===== src/rtl/sdcmd_pkg.sv =====
package sdcmd_pkg;
  localparam int REG_DW = 16;
  localparam int REG_AW = 4;

  typedef enum logic [REG_AW-1:0] {
    ADR_CLOCK  = 4'd0,
    ADR_STATUS = 4'd1,
    ADR_CTRL   = 4'd2,
    ADR_CMDIDX = 4'd3,
    ADR_ARGHI  = 4'd4,
    ADR_ARGLO  = 4'd5,
    ADR_BLKLEN = 4'd6,
    ADR_BLKCNT = 4'd7,
    ADR_RESP   = 4'd8
  } regAddrE;

  localparam logic [REG_DW-1:0] CTRL_KEEP_MASK = 16'h3DFF;
  localparam int CTRL_DATA_BIT  = 2;
  localparam int CTRL_STOP_BIT  = 10;
  localparam int ST_TOUT_BIT    = 1;
  localparam int ST_CLK_BIT     = 8;
  localparam int ST_END_BIT     = 13;
  localparam int CLK_STOP_BIT   = 0;
  localparam int CLK_START_BIT  = 1;
  localparam logic [REG_DW-1:0] CMD_READ_FLAG = 16'h0040;

  typedef struct packed {
    logic loadResp;
    logic timeoutResp;
    logic loadCount;
  } dpStrobeT;
endpackage


===== src/rtl/sdcmd_ctrl.sv =====
module sdcmd_ctrl
  import sdcmd_pkg::*;
#(
  parameter int RESP_BYTES  = 16,
  parameter int SHORT_BYTES = 4,
  localparam int LEN_W      = $clog2(RESP_BYTES + 1)
) (
  input  logic              clk,
  input  logic              rstN,
  input  logic              regWrEn,
  input  logic [REG_AW-1:0] regAddr,
  input  logic [REG_DW-1:0] regWrData,
  input  logic [1:0]        respType,
  input  logic              dataEn,
  input  logic              stopTran,
  output logic              cardReqValid,
  input  logic              cardReqReady,
  input  logic              cardRespValid,
  input  logic [LEN_W-1:0]  cardRespLen,
  output dpStrobeT          strobe,
  output logic [REG_DW-1:0] statusWord,
  output logic              dataActive,
  output logic              endCmdPulse
);
  localparam logic [LEN_W-1:0] SHORT_LEN = LEN_W'(SHORT_BYTES);
  localparam logic [LEN_W-1:0] LONG_LEN  = LEN_W'(RESP_BYTES);

  typedef enum logic [1:0] {S_IDLE, S_REQ, S_WAIT} stateE;

  stateE state;
  logic  pending, clkEn, stTimeout, stEndRes;
  logic  wrClk, wrCtrl, startHit, stopHit, issueGo, respArrive, respOk;

  assign wrClk    = regWrEn && (regAddr == ADR_CLOCK);
  assign wrCtrl   = regWrEn && (regAddr == ADR_CTRL);
  assign stopHit  = wrClk && regWrData[CLK_STOP_BIT];
  assign startHit = wrClk && regWrData[CLK_START_BIT] && !regWrData[CLK_STOP_BIT];
  assign issueGo  = (state == S_IDLE) && pending && clkEn && !stopTran && !wrCtrl && !stopHit;
  assign respArrive = (state == S_WAIT) && cardRespValid;

  always_comb begin
    case (respType)
      2'd0:    respOk = 1'b1;
      2'd2:    respOk = (cardRespLen >= LONG_LEN);
      default: respOk = (cardRespLen >= SHORT_LEN);
    endcase
  end

  always_comb begin
    strobe.loadResp    = respArrive && respOk;
    strobe.timeoutResp = respArrive && !respOk;
    strobe.loadCount   = respArrive && respOk && dataEn;
  end

  always_ff @(posedge clk) begin
    if (!rstN) begin
      state       <= S_IDLE;
      pending     <= 1'b0;
      clkEn       <= 1'b0;
      stTimeout   <= 1'b0;
      stEndRes    <= 1'b0;
      dataActive  <= 1'b0;
      endCmdPulse <= 1'b0;
    end else begin
      endCmdPulse <= respArrive;
      case (state)
        S_IDLE: if (issueGo) state <= S_REQ;
        S_REQ:  if (cardReqReady) state <= S_WAIT;
        S_WAIT: if (cardRespValid) state <= S_IDLE;
        default: state <= S_IDLE;
      endcase
      if (issueGo) begin
        pending    <= 1'b0;
        dataActive <= 1'b1;
        stTimeout  <= 1'b0;
        stEndRes   <= 1'b0;
      end
      if (respArrive) begin
        if (respOk) begin
          stEndRes   <= 1'b1;
          stTimeout  <= 1'b0;
          dataActive <= dataActive && dataEn;
        end else begin
          stTimeout  <= 1'b1;
          dataActive <= 1'b0;
        end
      end
      if (wrCtrl) begin
        pending    <= 1'b1;
        dataActive <= 1'b0;
        if (!regWrData[CTRL_STOP_BIT]) begin
          stTimeout <= 1'b0;
          stEndRes  <= 1'b0;
        end
      end
      if (startHit) clkEn <= 1'b1;
      if (stopHit) begin
        clkEn      <= 1'b0;
        dataActive <= 1'b0;
      end
    end
  end

  assign cardReqValid = (state == S_REQ);

  always_comb begin
    statusWord              = '0;
    statusWord[ST_TOUT_BIT] = stTimeout;
    statusWord[ST_CLK_BIT]  = clkEn;
    statusWord[ST_END_BIT]  = stEndRes;
  end

  // request held until accepted
  a_r6_req_hold: assert property (@(posedge clk) disable iff (!rstN)
    cardReqValid && !cardReqReady |=> cardReqValid);
  // a request only starts with the clock on and stop-transfer clear
  a_r4_issue_gated: assert property (@(posedge clk) disable iff (!rstN)
    $rose(cardReqValid) |-> $past(clkEn) && !$past(stopTran));
  // timeout and end-of-response never reported together
  a_r7_flags_exclusive: assert property (@(posedge clk) disable iff (!rstN)
    !(stTimeout && stEndRes));
  // end pulse only follows a response handshake
  a_r11_pulse_source: assert property (@(posedge clk) disable iff (!rstN)
    endCmdPulse |-> $past(cardRespValid));
  // a stop write turns the clock off and ends the transfer
  a_r5_stop_clears: assert property (@(posedge clk) disable iff (!rstN)
    $past(stopHit) |-> !clkEn && !dataActive);
endmodule


===== src/rtl/sdcmd_dp.sv =====
module sdcmd_dp
  import sdcmd_pkg::*;
#(
  parameter int CMD_W       = 6,
  parameter int BLKLEN_W    = 12,
  parameter int BLKCNT_W    = 16,
  parameter int RESP_BYTES  = 16,
  parameter int NUM_ENTRIES = 9,
  localparam int LEN_W      = $clog2(RESP_BYTES + 1),
  localparam int IDX_W      = $clog2(NUM_ENTRIES + 1),
  localparam int CNT_W      = BLKLEN_W + BLKCNT_W,
  localparam int ARG_W      = 2 * REG_DW
) (
  input  logic                  clk,
  input  logic                  rstN,
  input  logic                  regWrEn,
  input  logic                  regRdEn,
  input  logic [REG_AW-1:0]     regAddr,
  input  logic [REG_DW-1:0]     regWrData,
  output logic [REG_DW-1:0]     regRdData,
  input  dpStrobeT              strobe,
  input  logic [REG_DW-1:0]     statusWord,
  input  logic [LEN_W-1:0]      cardRespLen,
  input  logic [8*RESP_BYTES-1:0] cardRespData,
  output logic [1:0]            respType,
  output logic                  dataEn,
  output logic                  stopTran,
  output logic [CMD_W-1:0]      cardCmd,
  output logic [ARG_W-1:0]      cardArg,
  output logic [CNT_W-1:0]      dataByteCount
);
  logic [REG_DW-1:0]   ctrlWord;
  logic [CMD_W-1:0]    cmdIdx;
  logic [ARG_W-1:0]    argWord;
  logic [BLKLEN_W-1:0] blkLen;
  logic [BLKCNT_W-1:0] blkCnt;
  logic [REG_DW-1:0]   respFifo [NUM_ENTRIES];
  logic [IDX_W-1:0]    rdIdx;
  logic                rdResp;

  assign rdResp = regRdEn && (regAddr == ADR_RESP);

  always_ff @(posedge clk) begin
    if (!rstN) begin
      ctrlWord <= '0;
      cmdIdx   <= '0;
      argWord  <= '0;
      blkLen   <= '0;
      blkCnt   <= '0;
    end else if (regWrEn) begin
      case (regAddr)
        ADR_CTRL:   ctrlWord <= regWrData & CTRL_KEEP_MASK;
        ADR_CMDIDX: cmdIdx   <= regWrData[CMD_W-1:0];
        ADR_ARGHI:  argWord[ARG_W-1:REG_DW] <= regWrData;
        ADR_ARGLO:  argWord[REG_DW-1:0]     <= regWrData;
        ADR_BLKLEN: blkLen   <= regWrData[BLKLEN_W-1:0];
        ADR_BLKCNT: blkCnt   <= regWrData[BLKCNT_W-1:0];
        default: ;
      endcase
    end
  end

  for (genvar i = 0; i < NUM_ENTRIES; i++) begin : g_entry
    logic [7:0] loByte, hiByte;
    if (2 * i + 1 < RESP_BYTES) begin : g_full
      localparam logic [LEN_W-1:0] LO_POS = LEN_W'(2 * i);
      localparam logic [LEN_W-1:0] HI_POS = LEN_W'(2 * i + 1);
      assign loByte = (LO_POS < cardRespLen) ? cardRespData[16*i +: 8] : 8'h00;
      assign hiByte = (HI_POS < cardRespLen) ? cardRespData[16*i+8 +: 8] : 8'h00;
    end else begin : g_empty
      assign loByte = 8'h00;
      assign hiByte = 8'h00;
    end
    always_ff @(posedge clk) begin
      if (!rstN || strobe.timeoutResp) respFifo[i] <= '0;
      else if (strobe.loadResp)         respFifo[i] <= {hiByte, loByte};
    end
  end

  always_ff @(posedge clk) begin
    if (!rstN) rdIdx <= IDX_W'(NUM_ENTRIES);
    else if (strobe.loadResp) rdIdx <= '0;
    else if (rdResp && (rdIdx < IDX_W'(NUM_ENTRIES))) rdIdx <= rdIdx + 1'b1;
  end

  always_ff @(posedge clk) begin
    if (!rstN) dataByteCount <= '0;
    else if (strobe.loadCount) dataByteCount <= CNT_W'(blkCnt) * CNT_W'(blkLen);
  end

  always_comb begin
    case (regAddr)
      ADR_STATUS: regRdData = statusWord;
      ADR_CTRL:   regRdData = ctrlWord;
      ADR_CMDIDX: regRdData = REG_DW'(cmdIdx) | CMD_READ_FLAG;
      ADR_ARGHI:  regRdData = argWord[ARG_W-1:REG_DW];
      ADR_ARGLO:  regRdData = argWord[REG_DW-1:0];
      ADR_BLKLEN: regRdData = REG_DW'(blkLen);
      ADR_BLKCNT: regRdData = REG_DW'(blkCnt);
      ADR_RESP:   regRdData = (rdIdx < IDX_W'(NUM_ENTRIES)) ? respFifo[rdIdx] : '0;
      default:    regRdData = '0;
    endcase
  end

  assign respType = ctrlWord[1:0];
  assign dataEn   = ctrlWord[CTRL_DATA_BIT];
  assign stopTran = ctrlWord[CTRL_STOP_BIT];
  assign cardCmd  = cmdIdx;
  assign cardArg  = argWord;

  // read position never passes the end of the FIFO
  a_r9_idx_bound: assert property (@(posedge clk) disable iff (!rstN)
    rdIdx <= IDX_W'(NUM_ENTRIES));
  // a short response leaves the FIFO zeroed
  a_r7_fifo_cleared: assert property (@(posedge clk) disable iff (!rstN)
    $past(strobe.timeoutResp) |-> (respFifo[0] == '0));
  // a good response rewinds the read position
  a_r9_rewind: assert property (@(posedge clk) disable iff (!rstN)
    $past(strobe.loadResp) |-> (rdIdx == '0));
endmodule


===== src/rtl/sdcmd_issuer.sv =====
module sdcmd_issuer
  import sdcmd_pkg::*;
#(
  parameter int CMD_W       = 6,
  parameter int BLKLEN_W    = 12,
  parameter int BLKCNT_W    = 16,
  parameter int RESP_BYTES  = 16,
  parameter int NUM_ENTRIES = 9,
  localparam int LEN_W      = $clog2(RESP_BYTES + 1),
  localparam int CNT_W      = BLKLEN_W + BLKCNT_W
) (
  input  logic                    clk,
  input  logic                    rstN,
  input  logic                    regWrEn,
  input  logic                    regRdEn,
  input  logic [REG_AW-1:0]       regAddr,
  input  logic [REG_DW-1:0]       regWrData,
  output logic [REG_DW-1:0]       regRdData,
  output logic                    cardReqValid,
  input  logic                    cardReqReady,
  output logic [CMD_W-1:0]        cardCmd,
  output logic [2*REG_DW-1:0]     cardArg,
  input  logic                    cardRespValid,
  input  logic [LEN_W-1:0]        cardRespLen,
  input  logic [8*RESP_BYTES-1:0] cardRespData,
  output logic                    endCmdPulse,
  output logic                    dataActive,
  output logic [CNT_W-1:0]        dataByteCount
);
  dpStrobeT          strobe;
  logic [REG_DW-1:0] statusWord;
  logic [1:0]        respType;
  logic              dataEn, stopTran;

  sdcmd_ctrl #(.RESP_BYTES(RESP_BYTES)) u_ctrl (
    .clk(clk), .rstN(rstN), .regWrEn(regWrEn), .regAddr(regAddr), .regWrData(regWrData),
    .respType(respType), .dataEn(dataEn), .stopTran(stopTran),
    .cardReqValid(cardReqValid), .cardReqReady(cardReqReady),
    .cardRespValid(cardRespValid), .cardRespLen(cardRespLen),
    .strobe(strobe), .statusWord(statusWord), .dataActive(dataActive),
    .endCmdPulse(endCmdPulse)
  );

  sdcmd_dp #(
    .CMD_W(CMD_W), .BLKLEN_W(BLKLEN_W), .BLKCNT_W(BLKCNT_W),
    .RESP_BYTES(RESP_BYTES), .NUM_ENTRIES(NUM_ENTRIES)
  ) u_dp (
    .clk(clk), .rstN(rstN), .regWrEn(regWrEn), .regRdEn(regRdEn), .regAddr(regAddr),
    .regWrData(regWrData), .regRdData(regRdData), .strobe(strobe), .statusWord(statusWord),
    .cardRespLen(cardRespLen), .cardRespData(cardRespData),
    .respType(respType), .dataEn(dataEn), .stopTran(stopTran),
    .cardCmd(cardCmd), .cardArg(cardArg), .dataByteCount(dataByteCount)
  );
endmodule


===== config.mk =====
export PLATFORM = sky130hd
export DESIGN_NAME = sdcmd_issuer
export DESIGN_NICKNAME = d
export VERILOG_FILES = /design/src/rtl/sdcmd_pkg.sv /design/src/rtl/sdcmd_ctrl.sv /design/src/rtl/sdcmd_dp.sv /design/src/rtl/sdcmd_issuer.sv
export SDC_FILE = /design/constraint.sdc
export NUM_CORES = 1
export LEC_CHECK = 0
export ABC_AREA = 1
export BUFFER_PORTS_ARGS = -buffer_cell sky130_fd_sc_hd__buf_4
export CELL_PAD_IN_SITES_DETAIL_PLACEMENT = 1
export CELL_PAD_IN_SITES_GLOBAL_PLACEMENT = 1
export CORE_UTILIZATION = 35
export CTS_BUF_LIST = sky130_fd_sc_hd__clkbuf_4
export DETAILED_ROUTE_END_ITERATION = 6
export GPL_ROUTABILITY_DRIVEN = 0
export GPL_TIMING_DRIVEN = 0
export PLACE_DENSITY_LB_ADDON = 0.1
export REMOVE_ABC_BUFFERS = 1
export SYNTH_ARGS = -nofsm -noshare
export SYNTH_HDL_FRONTEND = slang
export SYNTH_SLANG_ARGS = --single-unit

===== constraint.sdc =====
create_clock -name clk -period 14.6 [get_ports clk]
set_clock_uncertainty 0.05 [all_clocks]
set_input_delay 2.19 -clock clk [delete_from_list [all_inputs] [get_ports clk]]
set_output_delay 2.19 -clock clk [all_outputs]
set_load 0.01 [all_outputs]

==> qor.csv <==
stage,metric,value,unit
logic_synthesis,Synth Register Bits,247,
logic_synthesis,"Avg Cell Area, Syn",7.78,um2
timing,fmax,134,MHz
logic_synthesis,sequential share of the synthesized area,35.1,%
place,Buffers on Ports,243,
timing,Fin. Hold Viols,0,
place,placed insts,3100,
die,Top Ports,244,
cts,"Reg clk slew, reported paths",60,ps
logic_synthesis,Gate Count Post-Synth,2279,
grt,vias in the first global route,16900,
timing,"Period Utilization, post-route",51.0,%
power_and_ir_drop,Sw Ratio,25.5,%
grt,initial antenna violation count,5,
finish,final net count,2869,
job,Max-Cap Viols,0,
grt,Tot GR Track Use,23.1,%
logic_synthesis,Ys Warns,0,
cts,clk sinks,247,
cts,# hold bufs at CTS,0,
cts,number of cells upsized or downsized after cts,0,
timing,Rel. slew slack,6.16,%
finish,Storage cell area,6230,um2
die,die height,227,um
power_and_ir_drop,clock power share,43.5,%
logic_synthesis,Post-synth EDFFs,128,
critical_path,CP Data Required Time,12360,ps
power_and_ir_drop,Psw,0.000388,W
timing,Period minus WS final,7440,ps
timing,final setup vio count,0,
grt,first-pass GRT wire length,90.7,mm
logic_synthesis,ys async rst share,0,%
critical_path,worst stage delay on the critical path,1020,ps
routing,antenna-violating nets left,0,
critical_path,"Largest delay share family, worst path",simple AND/OR/NAND/NOR gates,
critical_path,reg2reg start,u_dp.blkLen[5],
critical_path,cells along the critical path,"buf_4, inv_1, nand2_1, nor2_1, clkinv_1, o22ai_1, nor3_1, nand2_1, buf_4",
cts,root buf cell,clkbuf_4,
routing,Routed WL,58.0,mm
logic_synthesis,Synth cell types,41,
timing,max-slew violation count,0,
routing,DRT iter0 DRCs,619,
hold_path,hold wc startpoint,u_dp.ctrlWord[11],
logic_synthesis,synthesized cell area,17700,um2
finish,layout cells sized above 1,15.0,%
routing,routed len/inst,18.0,um
power_and_ir_drop,Pint,0.00113,W
timing,setup slack after layout,7160,ps
place,dpl ws,7090,ps
critical_path,Setup crit start,regAddr[3],
timing,unrepaired setup endpoints after global routing,no,
power_and_ir_drop,Peak VDD IR,0.0532,mV
finish,Layout fillers,6276,
critical_path,WS Path Type,in -> out,
routing,total number of vias,15600,
power_and_ir_drop,pwr dens,72.4,nW/um2
routing,DRC,0,
grt,grt ovf,0,
timing,Setup Total Neg Slack,0,ps
cts,CTS tree,yes,
cts,H-tree depth,3,
finish,Area Overhead vs Synth,18.5,%
routing,number of detailed-route iterations in the first pass,5,
die,FP Rows,82,
critical_path,"critical path fanouts, max",16,
cts,Max Root-Sink Buffers,3,
timing,final hold slack,411,ps
critical_path,Worst Setup End Kind,primary output,
critical_path,crit path buf inv count,4,
finish,area occupied by multi-input gates,9160,um2
power_and_ir_drop,sequential fraction of design power,49.9,%
logic_synthesis,Most used DFF post-synth,edfxtp_1,
critical_path,"slowest stage cell, crit path",nor2_1,
cts,clk_lat worst skew,800,ps
die,die width,227,um
critical_path,Critical Path AT,5200,ps
cts,Num CTS Buffers,72,
die,Initial Util,35.4,%
status,status,"finished, final reports clean",
finish,fin cells,3219,
critical_path,Worst setup SP type,input port,
power_and_ir_drop,Power Total,0.00152,W
hold_path,HP Class,reg -> reg,
timing,worst-margin pin slew,1400,ps
power_and_ir_drop,Leak,10.4,nW
die,core area,50100,um2
die,die area,51500,um2
place,Post-DP HPWL,44.0,mm
grt,largest net degree at the start of global routing,79,
cts,Post-CTS Setup Bufs,0,
power_and_ir_drop,combinational power share,6.6,%
routing,Vias/cell,4.83,
-- stage by stage --
stage | instance area [um2] | util [%]
after floorplan | 17300 | -
after detailed placement | 20100 | 40.2
after CTS | 21000 | 41.9
after global placement | 20000 | 39.9
final | 21000 | 41.9
after global routing | 21000 | 41.9
-- layer usage --
layer	vias up	track usage (%)	part of all wire, %
li1	7517	-	-
met1	7564	26.2	41
met2	353	41.6	50
met3	115	5.18	5.4
met4	4	9.55	3.1
met5	-	0	0.052
-- worst reg2reg max path, delay by kind of cell, from the launching register on --
family | cells | cell delay [ps]
AND/OR/NAND/NOR | 8 | 1000
adder cells (fa/ha/maj) | 6 | 3070
AO/OA/AOI/OAI | 1 | 310
flip-flops | 1 | 860
buffers and inverters | 4 | 210
-- power by group through the flow --
stage                     Clock (W)  Sequential [W]  Combinational (W)
after floorplan                   0        0.000770          0.0000352
after global placement            0        0.000775          0.0000967
after detailed placement          0        0.000773           0.000102
after CTS                  0.000688        0.000758           0.000102
after global routing       0.000722        0.000759           0.000110
final                      0.000661        0.000758           0.000101
-- cell usage after synthesis, types with 2 or more instances --
library cell  instances  area [um2]
o21ai_1               4        20.0
o211ai_1             19         143
inv_1               511        1920
buf_6                 2        22.5
inv_2                 4        15.0
xor2_1                7        61.3
o21ai_0             150         751
buf_1                 3        11.3
o21ai_2               4        35.0
fa_1                140        2800
nand2_1             427        1600
nand4_1               9        56.3
clkbuf_1             81         304
nor2_2                3        18.8
a211oi_1              4        30.0
buf_2                13        65.1
nor2_1              303        1140
clkinv_1              4        15.0
dfxtp_1             119        2380
nor3b_1              25         188
a21o_1                2        15.0
nor3_1                8        40.0
ha_1                 68         851
xnor2_1               4        35.0
o2111ai_1             5        43.8
nor2_4                5        56.3
nand3_1              81         405
a21oi_1              97         485
edfxtp_1            128        3840
a221oi_1              3        26.3
o221ai_1             16         140
o22ai_1              21         131
-- layout by cell type (no fill, tap or decap), drive strengths merged, types with 8 or more instances in the layout --
cell,synthesis,layout
a21oi,97,97
nand3,81,81
o211ai,19,19
dfxtp,119,119
nor2,311,311
clkbuf,81,98
clkinv,4,13
o22ai,21,21
inv,515,518
nor3b,25,25
nand4,9,9
o221ai,16,16
fa,140,140
ha,68,68
nor3,8,8
nand2,427,427
o21ai,158,158
buf,19,249
edfxtp,128,128
-- worst paths after layout --
kind	endpoint	slack, ps	cells past startpoint
worst max register to register	u_dp.dataByteCount[19]	9030	19
worst min-delay path	u_dp.ctrlWord[11]	410	2
worst max-delay path	regRdData[1]	7160	9
worst min register to register	u_dp.ctrlWord[11]	410	2
-- sequential cells by signal (all words and copies together), names as in the netlist, 4 cells and up --
signal              count
u_dp.blkCnt            16
u_dp.blkLen            12
u_dp.respFifo         128
u_dp.dataByteCount     28
u_dp.cardCmd            6
u_dp.ctrlWord          13
u_dp.cardArg           32
u_dp.rdIdx              4
-- final cells by class --
class                   count  area share [%]
flip-flops and latches    247            29.7
clock buffers              98            3.50
diodes                      6          0.0715
inverters                 519            9.28
clock inverters            15           0.602
multi-input cells        1413            43.6
repair buffers            249            9.27
well taps                 672            4.00
-- kinds of logic after synthesis --
| logic type | synth area share [%] |
|---|---|
| AO/OA/AOI/OAI | 10.4 |
| AND/OR/NAND/NOR | 20.0 |
| XOR/XNOR | 0.544 |
| adder cells (fa/ha/maj) | 20.6 |
| flip-flops | 35.1 |
| buffers and inverters | 13.3 |
No activity file was read; power rests on OpenSTA's default activity.
